$ cat src/rtl/cart_pkg.sv
package cart_pkg;

  localparam int unsigned NUM_CHR = 8;
  localparam logic [15:0] WR_MASK = 16'hF0CF;

  typedef enum logic [1:0] {
    MIR_VERT  = 2'd0,
    MIR_HORIZ = 2'd1,
    MIR_LOWER = 2'd2,
    MIR_UPPER = 2'd3
  } mirror_e;

  typedef struct packed {
    logic               prg_sw;
    logic               prg_a;
    logic               mirror;
    logic               mode;
    logic [NUM_CHR-1:0] chr_lo;
    logic [NUM_CHR-1:0] chr_hi;
  } wr_strobe_t;

endpackage

$ cat src/rtl/cart_rst_sync.sv
module cart_rst_sync (
  input  logic clk_i,
  input  logic rst_ni,
  output logic rst_sn
);
  logic [1:0] sync_q;

  always_ff @(posedge clk_i or negedge rst_ni) begin
    if (!rst_ni) sync_q <= 2'b00;
    else         sync_q <= {sync_q[0], 1'b1};
  end

  assign rst_sn = sync_q[1];
endmodule

$ cat src/rtl/cart_wr_decode.sv
module cart_wr_decode
  import cart_pkg::*;
(
  input  logic        clk_i,
  input  logic        rst_ni,
  input  logic        wr_en_i,
  input  logic [15:0] wr_addr_i,
  output wr_strobe_t  strb_o
);
  logic [15:0] masked;
  logic [1:0]  grp;
  logic [2:0]  chr_idx;
  logic        in_chr;

  assign masked  = wr_addr_i & WR_MASK;
  assign grp     = 2'(masked[15:12] - 4'hB);
  assign chr_idx = {grp, masked[1]};
  assign in_chr  = (masked[15:12] >= 4'hB) && (masked[15:12] <= 4'hE)
                   && ((masked & 16'h0FFC) == 16'h0000);

  always_comb begin
    strb_o = '0;
    if (wr_en_i) begin
      strb_o.prg_sw = (masked == 16'h8000);
      strb_o.prg_a  = (masked == 16'hA000);
      strb_o.mirror = (masked == 16'h9000);
      strb_o.mode   = (masked == 16'h9002) || (masked == 16'h9080);
      if (in_chr) begin
        if (masked[0]) strb_o.chr_hi[chr_idx] = 1'b1;
        else           strb_o.chr_lo[chr_idx] = 1'b1;
      end
    end
  end


  strobe_onehot_chk: assert property (@(posedge clk_i) disable iff (!rst_ni)
    $onehot0(strb_o));


  below_window_chk: assert property (@(posedge clk_i) disable iff (!rst_ni)
    (!wr_addr_i[15]) |-> (strb_o == '0));
endmodule

$ cat src/rtl/cart_chr_regs.sv
module cart_chr_regs
  import cart_pkg::*;
#(
  parameter int unsigned CHR_W = 8
) (
  input  logic                           clk_i,
  input  logic                           rst_ni,
  input  logic [NUM_CHR-1:0]             lo_we_i,
  input  logic [NUM_CHR-1:0]             hi_we_i,
  input  logic [7:0]                     wr_data_i,
  output logic [NUM_CHR-1:0][CHR_W-1:0]  chr_bank_o
);
  localparam int unsigned HI_W = CHR_W - 4;

  logic [HI_W-1:0] hi_val;
  assign hi_val = HI_W'({4'h0, wr_data_i});

  for (genvar k = 0; k < NUM_CHR; k++) begin : g_chr
    logic [CHR_W-1:0] bank_q, bank_d;
    logic             bank_en;

    assign bank_en = lo_we_i[k] | hi_we_i[k];

    always_comb begin
      bank_d = bank_q;
      if (lo_we_i[k]) bank_d[3:0]       = wr_data_i[3:0];
      if (hi_we_i[k]) bank_d[CHR_W-1:4] = hi_val;
    end

    always_ff @(posedge clk_i or negedge rst_ni) begin
      if (!rst_ni)      bank_q <= CHR_W'(k);
      else if (bank_en) bank_q <= bank_d;
    end

    assign chr_bank_o[k] = bank_q;


    lo_nibble_chk: assert property (@(posedge clk_i) disable iff (!rst_ni)
      lo_we_i[k] |=> (chr_bank_o[k][3:0] == $past(wr_data_i[3:0])));


    hi_keeps_lo_chk: assert property (@(posedge clk_i) disable iff (!rst_ni)
      hi_we_i[k] |=> (chr_bank_o[k][3:0] == $past(chr_bank_o[k][3:0])));
  end
endmodule

$ cat src/rtl/cart_prg_regs.sv
module cart_prg_regs
  import cart_pkg::*;
#(
  parameter int unsigned PRG_BANKS = 32
) (
  input  logic                                  clk_i,
  input  logic                                  rst_ni,
  input  wr_strobe_t                            strb_i,
  input  logic [7:0]                            wr_data_i,
  output logic [3:0][$clog2(PRG_BANKS)-1:0]     prg_bank_o,
  output logic [1:0]                            mirror_o
);
  localparam int unsigned PRG_W = $clog2(PRG_BANKS);
  localparam logic [PRG_W-1:0] LAST_BANK = PRG_W'(PRG_BANKS - 1);
  localparam logic [PRG_W-1:0] PEN_BANK  = PRG_W'(PRG_BANKS - 2);
  localparam logic [PRG_W-1:0] A_RESET   = PRG_W'(1 % PRG_BANKS);

  logic [PRG_W-1:0] wrapped;
  logic [PRG_W-1:0] sw_q, sw_d, a_q, a_d;
  logic             swap_q, swap_d;
  mirror_e          mir_q, mir_d;

  assign wrapped = PRG_W'(32'(wr_data_i) % PRG_BANKS);

  always_comb begin
    sw_d   = strb_i.prg_sw ? wrapped : sw_q;
    a_d    = strb_i.prg_a  ? wrapped : a_q;
    swap_d = strb_i.mode   ? wr_data_i[1] : swap_q;
    mir_d  = strb_i.mirror ? mirror_e'(wr_data_i[1:0]) : mir_q;
  end

  always_ff @(posedge clk_i or negedge rst_ni) begin
    if (!rst_ni) begin
      sw_q   <= '0;
      a_q    <= A_RESET;
      swap_q <= 1'b0;
      mir_q  <= MIR_VERT;
    end else begin
      if (strb_i.prg_sw) sw_q   <= sw_d;
      if (strb_i.prg_a)  a_q    <= a_d;
      if (strb_i.mode)   swap_q <= swap_d;
      if (strb_i.mirror) mir_q  <= mir_d;
    end
  end

  assign prg_bank_o[0] = swap_q ? PEN_BANK : sw_q;
  assign prg_bank_o[1] = a_q;
  assign prg_bank_o[2] = swap_q ? sw_q : PEN_BANK;
  assign prg_bank_o[3] = LAST_BANK;
  assign mirror_o      = mir_q;


  sw_slot_chk: assert property (@(posedge clk_i) disable iff (!rst_ni)
    (strb_i.prg_sw && !strb_i.mode) |=>
      (32'(swap_q ? prg_bank_o[2] : prg_bank_o[0]) == 32'($past(wr_data_i)) % PRG_BANKS));


  a_slot_chk: assert property (@(posedge clk_i) disable iff (!rst_ni)
    strb_i.prg_a |=> (32'(prg_bank_o[1]) == 32'($past(wr_data_i)) % PRG_BANKS));


  mirror_hold_chk: assert property (@(posedge clk_i) disable iff (!rst_ni)
    !strb_i.mirror |=> $stable(mirror_o));
endmodule

$ cat src/rtl/cart_bank_regs.sv
module cart_bank_regs
  import cart_pkg::*;
#(
  parameter int unsigned PRG_BANKS = 32,
  parameter int unsigned CHR_W     = 8
) (
  input  logic                                   clk_i,
  input  logic                                   rst_ni,
  input  logic                                   wr_en_i,
  input  logic [15:0]                            wr_addr_i,
  input  logic [7:0]                             wr_data_i,
  input  logic [14:0]                            cpu_addr_i,
  input  logic [12:0]                            ppu_addr_i,
  output logic [3:0][$clog2(PRG_BANKS)-1:0]      prg_bank_o,
  output logic [7:0][CHR_W-1:0]                  chr_bank_o,
  output logic [1:0]                             mirror_o,
  output logic [$clog2(PRG_BANKS)+12:0]          prg_rom_addr_o,
  output logic [CHR_W+9:0]                       chr_rom_addr_o
);
  localparam int unsigned PRG_W = $clog2(PRG_BANKS);

  logic       rst_sn;
  wr_strobe_t strb;

  cart_rst_sync i_rst_sync (
    .clk_i  (clk_i),
    .rst_ni (rst_ni),
    .rst_sn (rst_sn)
  );

  cart_wr_decode i_decode (
    .clk_i     (clk_i),
    .rst_ni    (rst_sn),
    .wr_en_i   (wr_en_i),
    .wr_addr_i (wr_addr_i),
    .strb_o    (strb)
  );

  cart_prg_regs #(.PRG_BANKS(PRG_BANKS)) i_prg (
    .clk_i      (clk_i),
    .rst_ni     (rst_sn),
    .strb_i     (strb),
    .wr_data_i  (wr_data_i),
    .prg_bank_o (prg_bank_o),
    .mirror_o   (mirror_o)
  );

  cart_chr_regs #(.CHR_W(CHR_W)) i_chr (
    .clk_i      (clk_i),
    .rst_ni     (rst_sn),
    .lo_we_i    (strb.chr_lo),
    .hi_we_i    (strb.chr_hi),
    .wr_data_i  (wr_data_i),
    .chr_bank_o (chr_bank_o)
  );

  logic [PRG_W-1:0] cpu_bank;
  logic [CHR_W-1:0] ppu_bank;

  assign cpu_bank       = prg_bank_o[cpu_addr_i[14:13]];
  assign ppu_bank       = chr_bank_o[ppu_addr_i[12:10]];
  assign prg_rom_addr_o = {cpu_bank, cpu_addr_i[12:0]};
  assign chr_rom_addr_o = {ppu_bank, ppu_addr_i[9:0]};


  ignored_write_chk: assert property (@(posedge clk_i) disable iff (!rst_sn)
    (!wr_en_i || !wr_addr_i[15]) |=>
      ($stable(prg_bank_o) && $stable(chr_bank_o) && $stable(mirror_o)));


  last_window_chk: assert property (@(posedge clk_i) disable iff (!rst_sn)
    (cpu_addr_i[14:13] == 2'b11) |-> (prg_rom_addr_o[PRG_W+12:13] == PRG_W'(PRG_BANKS - 1)));
endmodule

$ cat config.mk
export PLATFORM = sky130hd
export DESIGN_NAME = cart_bank_regs
export DESIGN_NICKNAME = d
export VERILOG_FILES = /design/src/rtl/cart_pkg.sv /design/src/rtl/cart_rst_sync.sv /design/src/rtl/cart_wr_decode.sv /design/src/rtl/cart_chr_regs.sv /design/src/rtl/cart_prg_regs.sv /design/src/rtl/cart_bank_regs.sv
export SDC_FILE = /design/constraint.sdc
export NUM_CORES = 1
export LEC_CHECK = 0
export BUFFER_PORTS_ARGS = -buffer_cell sky130_fd_sc_hd__buf_2
export CAP_MARGIN = 15
export CORE_MARGIN = 2
export CORE_UTILIZATION = 48
export CTS_CLUSTER_DIAMETER = 150
export DETAILED_ROUTE_END_ITERATION = 8
export PLACE_DENSITY_LB_ADDON = 0.1
export RECOVER_POWER = 100
export SLEW_MARGIN = 20
export SYNTH_ARGS = -nofsm -noshare
export SYNTH_HDL_FRONTEND = slang
export SYNTH_HIERARCHICAL = 1
export SYNTH_SLANG_ARGS = --single-unit
$ cat constraint.sdc
create_clock -name clk_i -period 3.21 [get_ports clk_i]
set_input_delay 0.8025 -clock clk_i [delete_from_list [all_inputs] [get_ports clk_i]]
set_output_delay 0.8025 -clock clk_i [all_outputs]
set_load 0.005 [all_outputs]
==> metrics.txt <==
fin crit period roughly 2.9 ns; vias in the first global route 2698; final wirelength 9.40 mm; CTS Root Cell clkbuf_8; Leakage 0.00248 uW; synthesized instance count about 280; final slew viol count 0; setup TNS 0 ns; H-tree Lvls 3; Congestion Overflow GR 0; synth warn 6; Mean Syn Cell Area 15.2 sq um; num rows 34; Crit Path Max Fanout 16; Setup Buffers After CTS 0; setup violators final 0; first-pass GRT wire length 14.8 mm; DR vias 2706; Fin Clk Skew slightly below 0.007 ns; crit end category output port; core area 8590 sq um; Placed Cells 483; Util after Layout 56.1%; diode count 0; Hold Buf Count CTS 0; register area share after synthesis ~48%; initial antenna violation count 0; Pwr Density 399 nW/um^2; IO Pins 177; Final HPWL DP 6.63 mm; Worst-Margin Slew 1.41 ns; final hold violations 0; WS Path Type input port to output port; largest net degree at the start of global routing 78; crit path launch type input port; Final Hold Slack 0.226 ns; Worst VDD drop approximately 290 uV; clock slew at reported path FFs 0.08 ns; CTS max path bufs 2; fin cells 500; Final nets 442; die width 97.4 um; Distinct cells, synth 34; share of post-route cells with drive strength above 1 a little under half; CTS Buf Count 9; RSZ-0062 raised after global routing false; Antenna Nets Post-Route 0; fmax 341 MHz; Initial Utilization just under 50%; share of synthesized registers carrying an async set or reset 100%; synthesized flop and latch total 79; Die Span Y approximately 97 um; routed length per instance 18.8 um; critical path launch point ppu_addr_i[10]; Slew headroom 5.78%; # resized after CTS 0; MaxCap Viol Count 0; vias per cell 5.41; ys flop type dfrtp_1; die area 9480 sq um; Clock Latency Late Sink 0.34 ns; gpl congestion 0.743; Layout area overhead 15.3%; Synth Cell Area 4180 sq um; worst min path class input port to async pin; CTS tree built; DRC viols 0; status finished, final reports clean; Port Buffers 116; Num Clock Sinks 79; first-pass detailed-route iteration total 4; 1st-iter DRT viols 56; period utilization 91.4%; FF-to-FF Start i_rst_sync/sync_q[1]$_DFF_PN0_; EDFF count, synth 0; Worst Path Required 2.41 ns; gr usage total 20.2%; worst endpoint data arrival time 2.13 ns
metal layers:
metal	wire (um)	GRT usage, %
met1	4380	27.6
met2	4310	31.3
met3	542	5.68
met4	165	7.05
met5	0	0
cell usage in the layout, fill, tap and decap left out, types with 2 or more instances in the layout:
| cell | instances |
|---|---|
| mux4_2 | 6 |
| mux4_1 | 15 |
| or4b_1 | 3 |
| nor3_1 | 15 |
| clkbuf_8 | 11 |
| clkbuf_2 | 2 |
| nand2b_1 | 7 |
| mux2_4 | 8 |
| dfstp_1 | 13 |
| buf_2 | 89 |
| dfrtp_1 | 65 |
| nand3b_1 | 2 |
| mux2_1 | 14 |
| mux2_2 | 63 |
| clkinv_2 | 3 |
| nor4_1 | 4 |
| clkbuf_1 | 46 |
| conb_1 | 6 |
| or2_0 | 3 |
final cells by class:
cell class | count | area, sq um
Fill cell | 794 | 3770
Sequential cell | 79 | 1990
Multi-Input combinational cell | 160 | 1850
Timing Repair Buffer | 137 | 644
Clock buffer | 12 | 155
Tap cell | 108 | 135
Clock inverter | 4 | 45.0
critical path: stages:
cell and delay (ns):
clkbuf_1 0.12, buf_12 0.19, mux4_1 0.59, mux2_2 0.29, buf_2 0.13
report_power, final:
group / internal [uW] / switching [uW]
combinational: 66.3 / 87.1
clock: 399 / 349
sequential: 1010 / 11.2
total: 1480 / 447
state kept, by name, summed over array words and instances, names as in the netlist:
name,cells
i_chr/g_chr.bank_q,64
i_prg/a_q,5
i_prg/mirror_o,2
i_prg/sw_q,5
i_prg/swap_q,1
i_rst_sync/sync_q,2
synthesized netlist by cell type, types with 2 or more instances:
cell type	number	share of area [%]
conb_1	2	0.18
mux2_4	10	3.6
buf_1	2	0.18
nor3_1	15	1.8
mux2_1	12	3.2
or2_1	4	0.60
buf_2	2	0.24
mux2_2	63	17
mux4_1	15	9.4
buf_4	28	5.0
or4b_1	3	0.72
nand3b_1	2	0.36
dfrtp_1	66	39
buf_6	6	1.6
nand2b_1	7	1.0
nor4_2	3	0.90
clkbuf_1	2	0.18
dfstp_2	13	8.2
mux4_2	6	3.2
per-stage QoR:
stage	cell area [sq um]	total power [uW]	setup slack (ns)
6_report	4820	1920	0.276
5_1_grt	4820	2010	0.233
4_1_cts	4950	1950	0.299
3_5_place_dp	4750	1200	0.301
3_3_place_gp	4750	1200	0.295
2_1_floorplan	4200	1170	0.563
final timing paths:
path / to / slack, ns / cells after the start
worst max-delay path: chr_rom_addr_o[14] / 0.28 / 5
worst min-delay path: i_rst_sync/sync_q[0]$_DFF_PN0_ / 0.23 / 1
worst max register to register: i_chr/g_chr[2].bank_q[0]$_DFFE_PN0P_ / 0.75 / 2
worst min register to register: i_rst_sync/sync_q[1]$_DFF_PN0_ / 0.36 / 0
max in group asynchronous: i_chr/g_chr[2].bank_q[0]$_DFFE_PN0P_ / 0.75 / 2
min in group clk_i: i_rst_sync/sync_q[1]$_DFF_PN0_ / 0.36 / 0
kinds of logic (layout without fill, tap and decap cells):
logic type                count (synthesis)  after routing  synth area share (%)
xor gates and xnor gates                  1              1                 0.209
DFF                                      79             79                  47.7
and+or+nand+nor                          47             47                  7.81
muxes                                   106            106                  36.4
other                                     2              6                 0.180
buffers and inverters                    41            153                  7.72
Power figures use the tool's default switching activity.
